[src/rtl/pwm_pkg.sv]
package pwm_pkg;
  localparam int ADDR_W    = 12;
  localparam int DATA_W    = 32;
  localparam int CNT_W     = 16;
  localparam int PSC_W     = 8;
  localparam int DIV_W     = 4;
  localparam int DIV_MAX   = 8;
  localparam int CH_STRIDE = 32;

  localparam logic [ADDR_W-1:0] PAIR_BASE = 12'h020;
  localparam logic [ADDR_W-1:0] GATE_ADDR = 12'h040;
  localparam logic [ADDR_W-1:0] EN_ADDR   = 12'h080;
  localparam logic [ADDR_W-1:0] CH_BASE   = 12'h100;
  localparam logic [ADDR_W-1:0] PER_OFS   = 12'h004;

  typedef struct packed {
    logic             src_bus;
    logic [DIV_W-1:0] div;
  } pair_cfg_t;

  typedef struct packed {
    logic             pol;
    logic [PSC_W-1:0] psc;
    logic [CNT_W-1:0] per;
    logic [CNT_W-1:0] act;
  } chan_cfg_t;
endpackage

[src/rtl/pwm_regs.sv]
module pwm_regs
  import pwm_pkg::*;
#(
  parameter int NUM_CH = 4,
  localparam int NUM_PAIR = NUM_CH / 2
) (
  input  logic              clk,
  input  logic              rst,
  input  logic [ADDR_W-1:0] addr,
  input  logic              we,
  input  logic [DATA_W-1:0] wdata,
  output logic [DATA_W-1:0] rdata,
  output pair_cfg_t         pair_cfg [NUM_PAIR],
  output chan_cfg_t         chan_cfg [NUM_CH],
  output logic [NUM_CH-1:0] gate,
  output logic [NUM_CH-1:0] en
);
  pair_cfg_t         pair_q [NUM_PAIR];
  logic [8:0]        ctl_q  [NUM_CH];
  logic [DATA_W-1:0] per_q  [NUM_CH];
  logic [NUM_CH-1:0] gate_q, en_q;

  always_ff @(posedge clk) begin
    if (rst) begin
      gate_q <= '0;
      en_q   <= '0;
    end else if (we) begin
      if (addr == GATE_ADDR) gate_q <= wdata[NUM_CH-1:0];
      if (addr == EN_ADDR)   en_q   <= wdata[NUM_CH-1:0];
    end
  end

  for (genvar p = 0; p < NUM_PAIR; p++) begin : g_pair
    localparam logic [ADDR_W-1:0] PA = PAIR_BASE + ADDR_W'(4 * p);
    always_ff @(posedge clk) begin
      if (rst) pair_q[p] <= '0;
      else if (we && addr == PA) pair_q[p] <= '{src_bus: wdata[7], div: wdata[DIV_W-1:0]};
    end
    assign pair_cfg[p] = pair_q[p];
  end

  for (genvar c = 0; c < NUM_CH; c++) begin : g_chan
    localparam logic [ADDR_W-1:0] CA = CH_BASE + ADDR_W'(CH_STRIDE * c);
    always_ff @(posedge clk) begin
      if (rst) begin
        ctl_q[c] <= '0;
        per_q[c] <= '0;
      end else if (we) begin
        if (addr == CA)           ctl_q[c] <= wdata[8:0];
        if (addr == CA + PER_OFS) per_q[c] <= wdata;
      end
    end
    assign chan_cfg[c] = '{pol: ctl_q[c][8], psc: ctl_q[c][PSC_W-1:0],
                           per: per_q[c][DATA_W-1:CNT_W], act: per_q[c][CNT_W-1:0]};
  end

  always_comb begin
    rdata = '0;
    if (addr == GATE_ADDR) rdata = DATA_W'(gate_q);
    if (addr == EN_ADDR)   rdata = DATA_W'(en_q);
    for (int p = 0; p < NUM_PAIR; p++) begin
      if (addr == PAIR_BASE + ADDR_W'(4 * p))
        rdata = {24'd0, pair_q[p].src_bus, 3'd0, pair_q[p].div};
    end
    for (int c = 0; c < NUM_CH; c++) begin
      if (addr == CH_BASE + ADDR_W'(CH_STRIDE * c))           rdata = {23'd0, ctl_q[c]};
      if (addr == CH_BASE + ADDR_W'(CH_STRIDE * c) + PER_OFS) rdata = per_q[c];
    end
  end

  assign gate = gate_q;
  assign en   = en_q;

  AST_GATE_WRITE: assert property (@(posedge clk) disable iff (rst) ($past(we) && $past(addr) == GATE_ADDR) |-> gate == $past(wdata[NUM_CH-1:0]));
endmodule

[src/rtl/pwm_pair_clk.sv]
module pwm_pair_clk
  import pwm_pkg::*;
(
  input  logic      clk,
  input  logic      rst,
  input  logic      osc_tick,
  input  pair_cfg_t cfg,
  output logic      tick_o
);
  logic               src_tick;
  logic [DIV_MAX-1:0] dcnt_q, mask;

  // divide values above DIV_MAX saturate: the mask simply fills up
  always_comb begin
    mask = '0;
    for (int i = 0; i < DIV_MAX; i++) begin
      if (i < int'(cfg.div)) mask[i] = 1'b1;
    end
  end

  assign src_tick = cfg.src_bus ? 1'b1 : osc_tick;

  always_ff @(posedge clk) begin
    if (rst) dcnt_q <= '0;
    else if (src_tick) dcnt_q <= dcnt_q + 1'b1;
  end

  assign tick_o = src_tick && ((dcnt_q & mask) == mask);

  AST_DIV_SPACING: assert property (@(posedge clk) disable iff (rst) (tick_o && cfg.div != '0) |=> (!tick_o || !$stable(cfg)));
endmodule

[src/rtl/pwm_chan.sv]
module pwm_chan
  import pwm_pkg::*;
(
  input  logic      clk,
  input  logic      rst,
  input  logic      run,
  input  logic      pair_tick,
  input  chan_cfg_t cfg,
  output logic      pwm_o
);
  logic [PSC_W-1:0] psc_q;
  logic [CNT_W-1:0] cnt_q, per_cur, act_cur;
  logic             psc_wrap, cnt_tick, in_active;

  assign psc_wrap = psc_q >= cfg.psc;
  assign cnt_tick = run && pair_tick && psc_wrap;

  always_ff @(posedge clk) begin
    if (rst || !run) psc_q <= '0;
    else if (pair_tick) psc_q <= psc_wrap ? '0 : psc_q + 1'b1;
  end

  // shadowed period and active count: reload only at a wrap or while stopped
  always_ff @(posedge clk) begin
    if (rst) begin
      cnt_q   <= '0;
      per_cur <= '0;
      act_cur <= '0;
    end else if (!run) begin
      cnt_q   <= '0;
      per_cur <= cfg.per;
      act_cur <= cfg.act;
    end else if (cnt_tick) begin
      if (cnt_q >= per_cur) begin
        cnt_q   <= '0;
        per_cur <= cfg.per;
        act_cur <= cfg.act;
      end else begin
        cnt_q <= cnt_q + 1'b1;
      end
    end
  end

  assign in_active = run && (cnt_q < act_cur);
  assign pwm_o     = in_active ? cfg.pol : ~cfg.pol;

  AST_IDLE_CLEAR: assert property (@(posedge clk) disable iff (rst) !$past(run) |-> cnt_q == '0);
  AST_CNT_IN_RANGE: assert property (@(posedge clk) disable iff (rst) (run && $past(run)) |-> cnt_q <= per_cur);
  AST_WRAP_ZERO: assert property (@(posedge clk) disable iff (rst) ($past(run) && run && $past(cnt_tick) && $past(cnt_q) >= $past(per_cur)) |-> cnt_q == '0);
  AST_HOLD_NO_TICK: assert property (@(posedge clk) disable iff (rst) (run && $past(run) && !$past(cnt_tick)) |-> $stable(cnt_q));
  AST_MIDPERIOD_FROZEN: assert property (@(posedge clk) disable iff (rst) (run && $past(run) && cnt_q != '0) |-> ($stable(per_cur) && $stable(act_cur)));
endmodule

[src/rtl/pwm_bank.sv]
module pwm_bank
  import pwm_pkg::*;
#(
  parameter int NUM_CH = 4,  // even, at most 16 to fit the address map
  localparam int NUM_PAIR = NUM_CH / 2
) (
  input  logic              clk,
  input  logic              rst,
  input  logic              osc_tick,
  input  logic [ADDR_W-1:0] bus_addr,
  input  logic              bus_we,
  input  logic [DATA_W-1:0] bus_wdata,
  output logic [DATA_W-1:0] bus_rdata,
  output logic [NUM_CH-1:0] pwm_out
);
  pair_cfg_t           pair_cfg [NUM_PAIR];
  chan_cfg_t           chan_cfg [NUM_CH];
  logic [NUM_CH-1:0]   gate, en;
  logic [NUM_PAIR-1:0] pair_tick;
  logic [NUM_CH-1:0]   wave;

  pwm_regs #(.NUM_CH(NUM_CH)) u_regs (
    .clk      (clk),
    .rst      (rst),
    .addr     (bus_addr),
    .we       (bus_we),
    .wdata    (bus_wdata),
    .rdata    (bus_rdata),
    .pair_cfg (pair_cfg),
    .chan_cfg (chan_cfg),
    .gate     (gate),
    .en       (en)
  );

  for (genvar p = 0; p < NUM_PAIR; p++) begin : g_pair
    pwm_pair_clk u_clk (
      .clk      (clk),
      .rst      (rst),
      .osc_tick (osc_tick),
      .cfg      (pair_cfg[p]),
      .tick_o   (pair_tick[p])
    );
  end

  for (genvar c = 0; c < NUM_CH; c++) begin : g_chan
    pwm_chan u_chan (
      .clk       (clk),
      .rst       (rst),
      .run       (en[c] & gate[c]),
      .pair_tick (pair_tick[c/2]),
      .cfg       (chan_cfg[c]),
      .pwm_o     (wave[c])
    );
  end

  assign pwm_out = wave;
endmodule

[config.mk]
export PLATFORM = sky130hd
export DESIGN_NAME = pwm_bank
export DESIGN_NICKNAME = d
export VERILOG_FILES = /design/src/rtl/pwm_pkg.sv /design/src/rtl/pwm_regs.sv /design/src/rtl/pwm_pair_clk.sv /design/src/rtl/pwm_chan.sv /design/src/rtl/pwm_bank.sv
export SDC_FILE = /design/constraint.sdc
export NUM_CORES = 1
export LEC_CHECK = 0
export BUFFER_PORTS_ARGS = -buffer_cell sky130_fd_sc_hd__buf_4
export CORE_ASPECT_RATIO = 1.1
export CORE_MARGIN = 1.5
export CORE_UTILIZATION = 30
export CTS_CLUSTER_SIZE = 40
export DETAILED_ROUTE_END_ITERATION = 6
export PLACE_DENSITY = 0.53
export SLEW_MARGIN = 20
export SYNTH_ARGS = -nofsm -noshare
export SYNTH_HDL_FRONTEND = slang
export SYNTH_SLANG_ARGS = --single-unit
[constraint.sdc]
create_clock -name clk -period 3.3 [get_ports clk]
set_input_delay 0.66 -clock clk [delete_from_list [all_inputs] [get_ports clk]]
set_output_delay 0.66 -clock clk [all_outputs]
set_load 0.1 [all_outputs]
==> summary.md <==
| Metric | Value |
|---|---|
| Critical Path Sink Type | `primary output` |
| Slew Limit Fails | `0` |
| Grt ovf | `0` |
| Syn avg cell area | `a little under 10 sq um` |
| Hold crit path type | `in -> reg` |
| Most common library cells after synthesis | `nor2_1, dfxtp_1, and2_1, edfxtp_1, inv_1` |
| Core area | `approximately 71000 sq um` |
| Setup Skew | `~19 ps` |
| CTS tree | `yes` |
| Hold Fails Final Rpt | `0` |
| Number of global-route vias before repair | `16300` |
| Post-Synth Simple-Gate Area | `0.185` |
| Post-Place Cell Area | `~24000 sq um` |
| Number of library cell types mapped by synthesis | `64` |
| Final setup fails | `0` |
| Worst skew pair latency | `~600 ps` |
| DRT Pass-1 Iters | `6` |
| CP Cell Sequence | `inv_2, ha_4, a21o_1, a2111oi_4, o21ai_1, o211ai_1, a21boi_1, o32ai_2, xnor2_2, buf_8` |
| Routed wire length | `roughly 69000 microns` |
| Critical path arrival | `approximately 2600 ps` |
| Placement row count | `slightly above 100` |
| Die Width | `about 260 microns` |
| Largest family of logic cells by synthesized area | `simple AND/OR/NAND/NOR gates` |
| Hold WS | `approximately 360 ps` |
| Vias per cell | `5.04` |
| Path depth of the worst reg2reg path | `10` |
| Ports | `84` |
| Number of synthesized flops with an enable pin | `approximately 170` |
| Count of buffers from port buffering | `83` |
| Starting Density | `0.305` |
| Hold_sp | `bus_wdata[27]` |
| Number of buffers created by CTS | `between 40 and 50` |
| Setup TNS | `0 ps` |
| Top routing layer in use | `met5` |
| Crit path max-delay cell type | `dfxtp_2` |
| WHS Endpoint | `u_regs.per_q[1][27]` |
| Post-synth top flop | `dfxtp_1` |
| Max clock buf depth | `3` |
| Syn_nets | `roughly 2400` |
| R2r setup slk | `about 470 ps` |
| Clock Sinks | `around 420` |
| Initial antenna violation count | `6` |
| Routed vias | `about 17000` |
| Kind of start point of the critical path | `flop` |
| Total GRT Usage | `0.184` |
| F_max | `about 300 MHz` |
| RSZ-0062 raised after global routing | `true` |
| Number of max-cap violations | `0` |
| Routability congestion estimate | `roughly 0.92` |
| R2r startpoint | `g_chan[2].u_chan.cnt_q[11]` |
| # DRC | `0` |
| Initial DRC Count | `approximately 1300` |
| Slew HR | `0.427` |
| Routed wl met3 | `around 3700 microns` |
| Gate Count Post-Synth | `2183` |
| Crit path kind | `reg -> out` |
| Post-Synth XOR/XNOR Area | `0.0350` |
| Yosys top cell area share | `0.242` |
| Hold path cells | `2` |
| Die ar. | `73400 sq um` |
| Period minus WS final | `around 3300 ps` |
| Sequential share of the synthesized area | `0.473` |
| Tcrit/Tclk final | `0.992` |
| Wire length per cell | `roughly 21 microns` |
| Synth area leader | `edfxtp_1` |
| Detail Placement HPWL | `roughly 50000 microns` |
| Largest net degree at the start of global routing | `77` |
| CP Buf/Inv Count | `2` |
| Total Power | `0.0120 W` |
| Top-count cell post-synth | `nor2_1` |
| Post-synthesis compound-gate area fraction | `0.0963` |
| Maximum VDD drop | `between 0.0003 and 0.0004 V` |
| Status | `finished, final reports clean` |
| Synth Cell Area | `between 20000 and 25000 sq um` |
| Root Buffer | `clkbuf_16` |
| H-tree depth | `2` |
| Net count, final | `2522` |
| WP data required | `~2600 ps` |
| Critical Path Max Stage Delay | `between 300 and 400 ps` |
| Met1 WL | `roughly 31000 microns` |
| Lkg Pwr | `just over 10 nW` |
| Clk pin slew, worst setup/hold paths | `around 60 ps` |
| Inserted Diodes | `0` |
| Asr flop ratio synth | `0` |
| Synth Register Bits | `roughly 420` |
| Reg2reg end | `g_chan[2].u_chan.per_cur[9]` |
| Die Ht | `284 microns` |
| Max FO, Critical Path | `2` |
| First-pass GRT wire length | `~100000 microns` |
| PD cells | `about 450 nW/um^2` |
| Post-synthesis mux area share | `0.0667` |
| Antenna-violating nets left | `0` |
| WL met2 | `between 30000 and 40000 microns` |
| Worst Max-Slew Pin Slew | `between 800 and 900 ps` |
| Area Growth Syn to Fin | `22.3%` |
| Number of synthesis warnings | `0` |
| Largest cells by area after synthesis | `edfxtp_1, dfxtp_1, ha_1` |
| Layout cell share with drive strength beyond 1 | `0.157` |
| Post-route cell area | `approximately 26000 sq um` |
| Adder-cell share of the synthesized area | `0.0964` |
| Hold Buf Count CTS | `0` |
| Crit-path leading delay family | `compound AO/OA/AOI/OAI gates` |
-- worst max path at each step --
stage | from | end | depth (start not counted)
after detailed placement | bus_addr[9] | bus_rdata[2] | 10
after floorplan | bus_addr[9] | bus_rdata[14] | 9
after CTS | g_chan[1].u_chan.act_cur[8] | pwm_out[1] | 9
final | g_chan[0].u_chan.act_cur[4] | pwm_out[0] | 10
after global placement | bus_addr[9] | bus_rdata[1] | 10
after global routing | g_chan[2].u_chan.act_cur[3] | pwm_out[2] | 10
-- final cells by class --
| class | instances | area (sq um) |
|---|---|---|
| clock buffers | 69 | 1390 |
| clock inverters | 23 | 223 |
| fillers | 7076 | 44300 |
| inverters | 169 | 634 |
| multi-input cells | 1500 | 11000 |
| flip-flops and latches | 422 | 10200 |
| well taps | 936 | 1170 |
| repair buffers | 166 | 1670 |
-- stage by stage --
| step | utilization | setup slack, ps | std cells |
|---|---|---|---|
| after floorplan | - | -75.3 | 2183 |
| after global placement | 0.340 | -204 | 3184 |
| after detailed placement | 0.340 | -188 | 3184 |
| after CTS | 0.368 | -11.3 | 3280 |
| after global routing | 0.373 | -105 | 3285 |
| final | 0.373 | 27.2 | 3285 |
-- placed cells by master (no fill, tap or decap), types with 34 or more instances in the layout --
master,synthesis,layout
a21oi_1,61,57
a22oi_1,63,63
and2_1,177,177
and3_1,34,34
buf_4,4,114
clkbuf_16,0,51
dfxtp_1,248,220
edfxtp_1,174,174
ha_1,166,155
inv_1,169,165
mux2i_1,139,139
nand2_1,117,94
nand4_1,44,44
nor2_1,278,275
o21ai_0,55,47
xor2_1,57,56
-- power by group --
| part | internal, W | switching (W) |
|---|---|---|
| Combinational | 0.000235 | 0.000396 |
| Sequential | 0.00563 | 0.000206 |
| Clock | 0.00319 | 0.00231 |
| Total | 0.00905 | 0.00292 |
-- sequential cells by signal, summed over array words and instances (netlist names) --
name	flops
u_regs.per_q	128
g_chan.u_chan.act_cur	64
g_chan.u_chan.cnt_q	64
g_chan.u_chan.per_cur	64
u_regs.ctl_q	36
g_chan.u_chan.psc_q	32
g_pair.u_clk.dcnt_q	16
u_regs.pair_q	10
u_regs.en	4
u_regs.gate	4
-- what timing repair did --
item	in CTS	in global routing
buffers inserted	4	4
endpoints found under the hold margin	0	0
setup endpoints to repair	35	35
gates cloned	0	1
gates resized for setup	99	50
pin swaps	22	13
-- logic make-up after synthesis --
kind of cell | Yosys count
buffers and inverters | 261
AND/OR/NAND/NOR | 801
AO/OA/AOI/OAI | 304
XOR/XNOR | 86
flip-flops | 422
multiplexers | 143
adder cells (fa/ha/maj) | 166
-- metal layers --
layer  global-route usage  vias up
met5                    0        -
met4               0.0708        4
li1                     -     7894
met1                0.246     8059
met3               0.0301      121
met2                0.294      490
(Power assumes the default switching activity.)
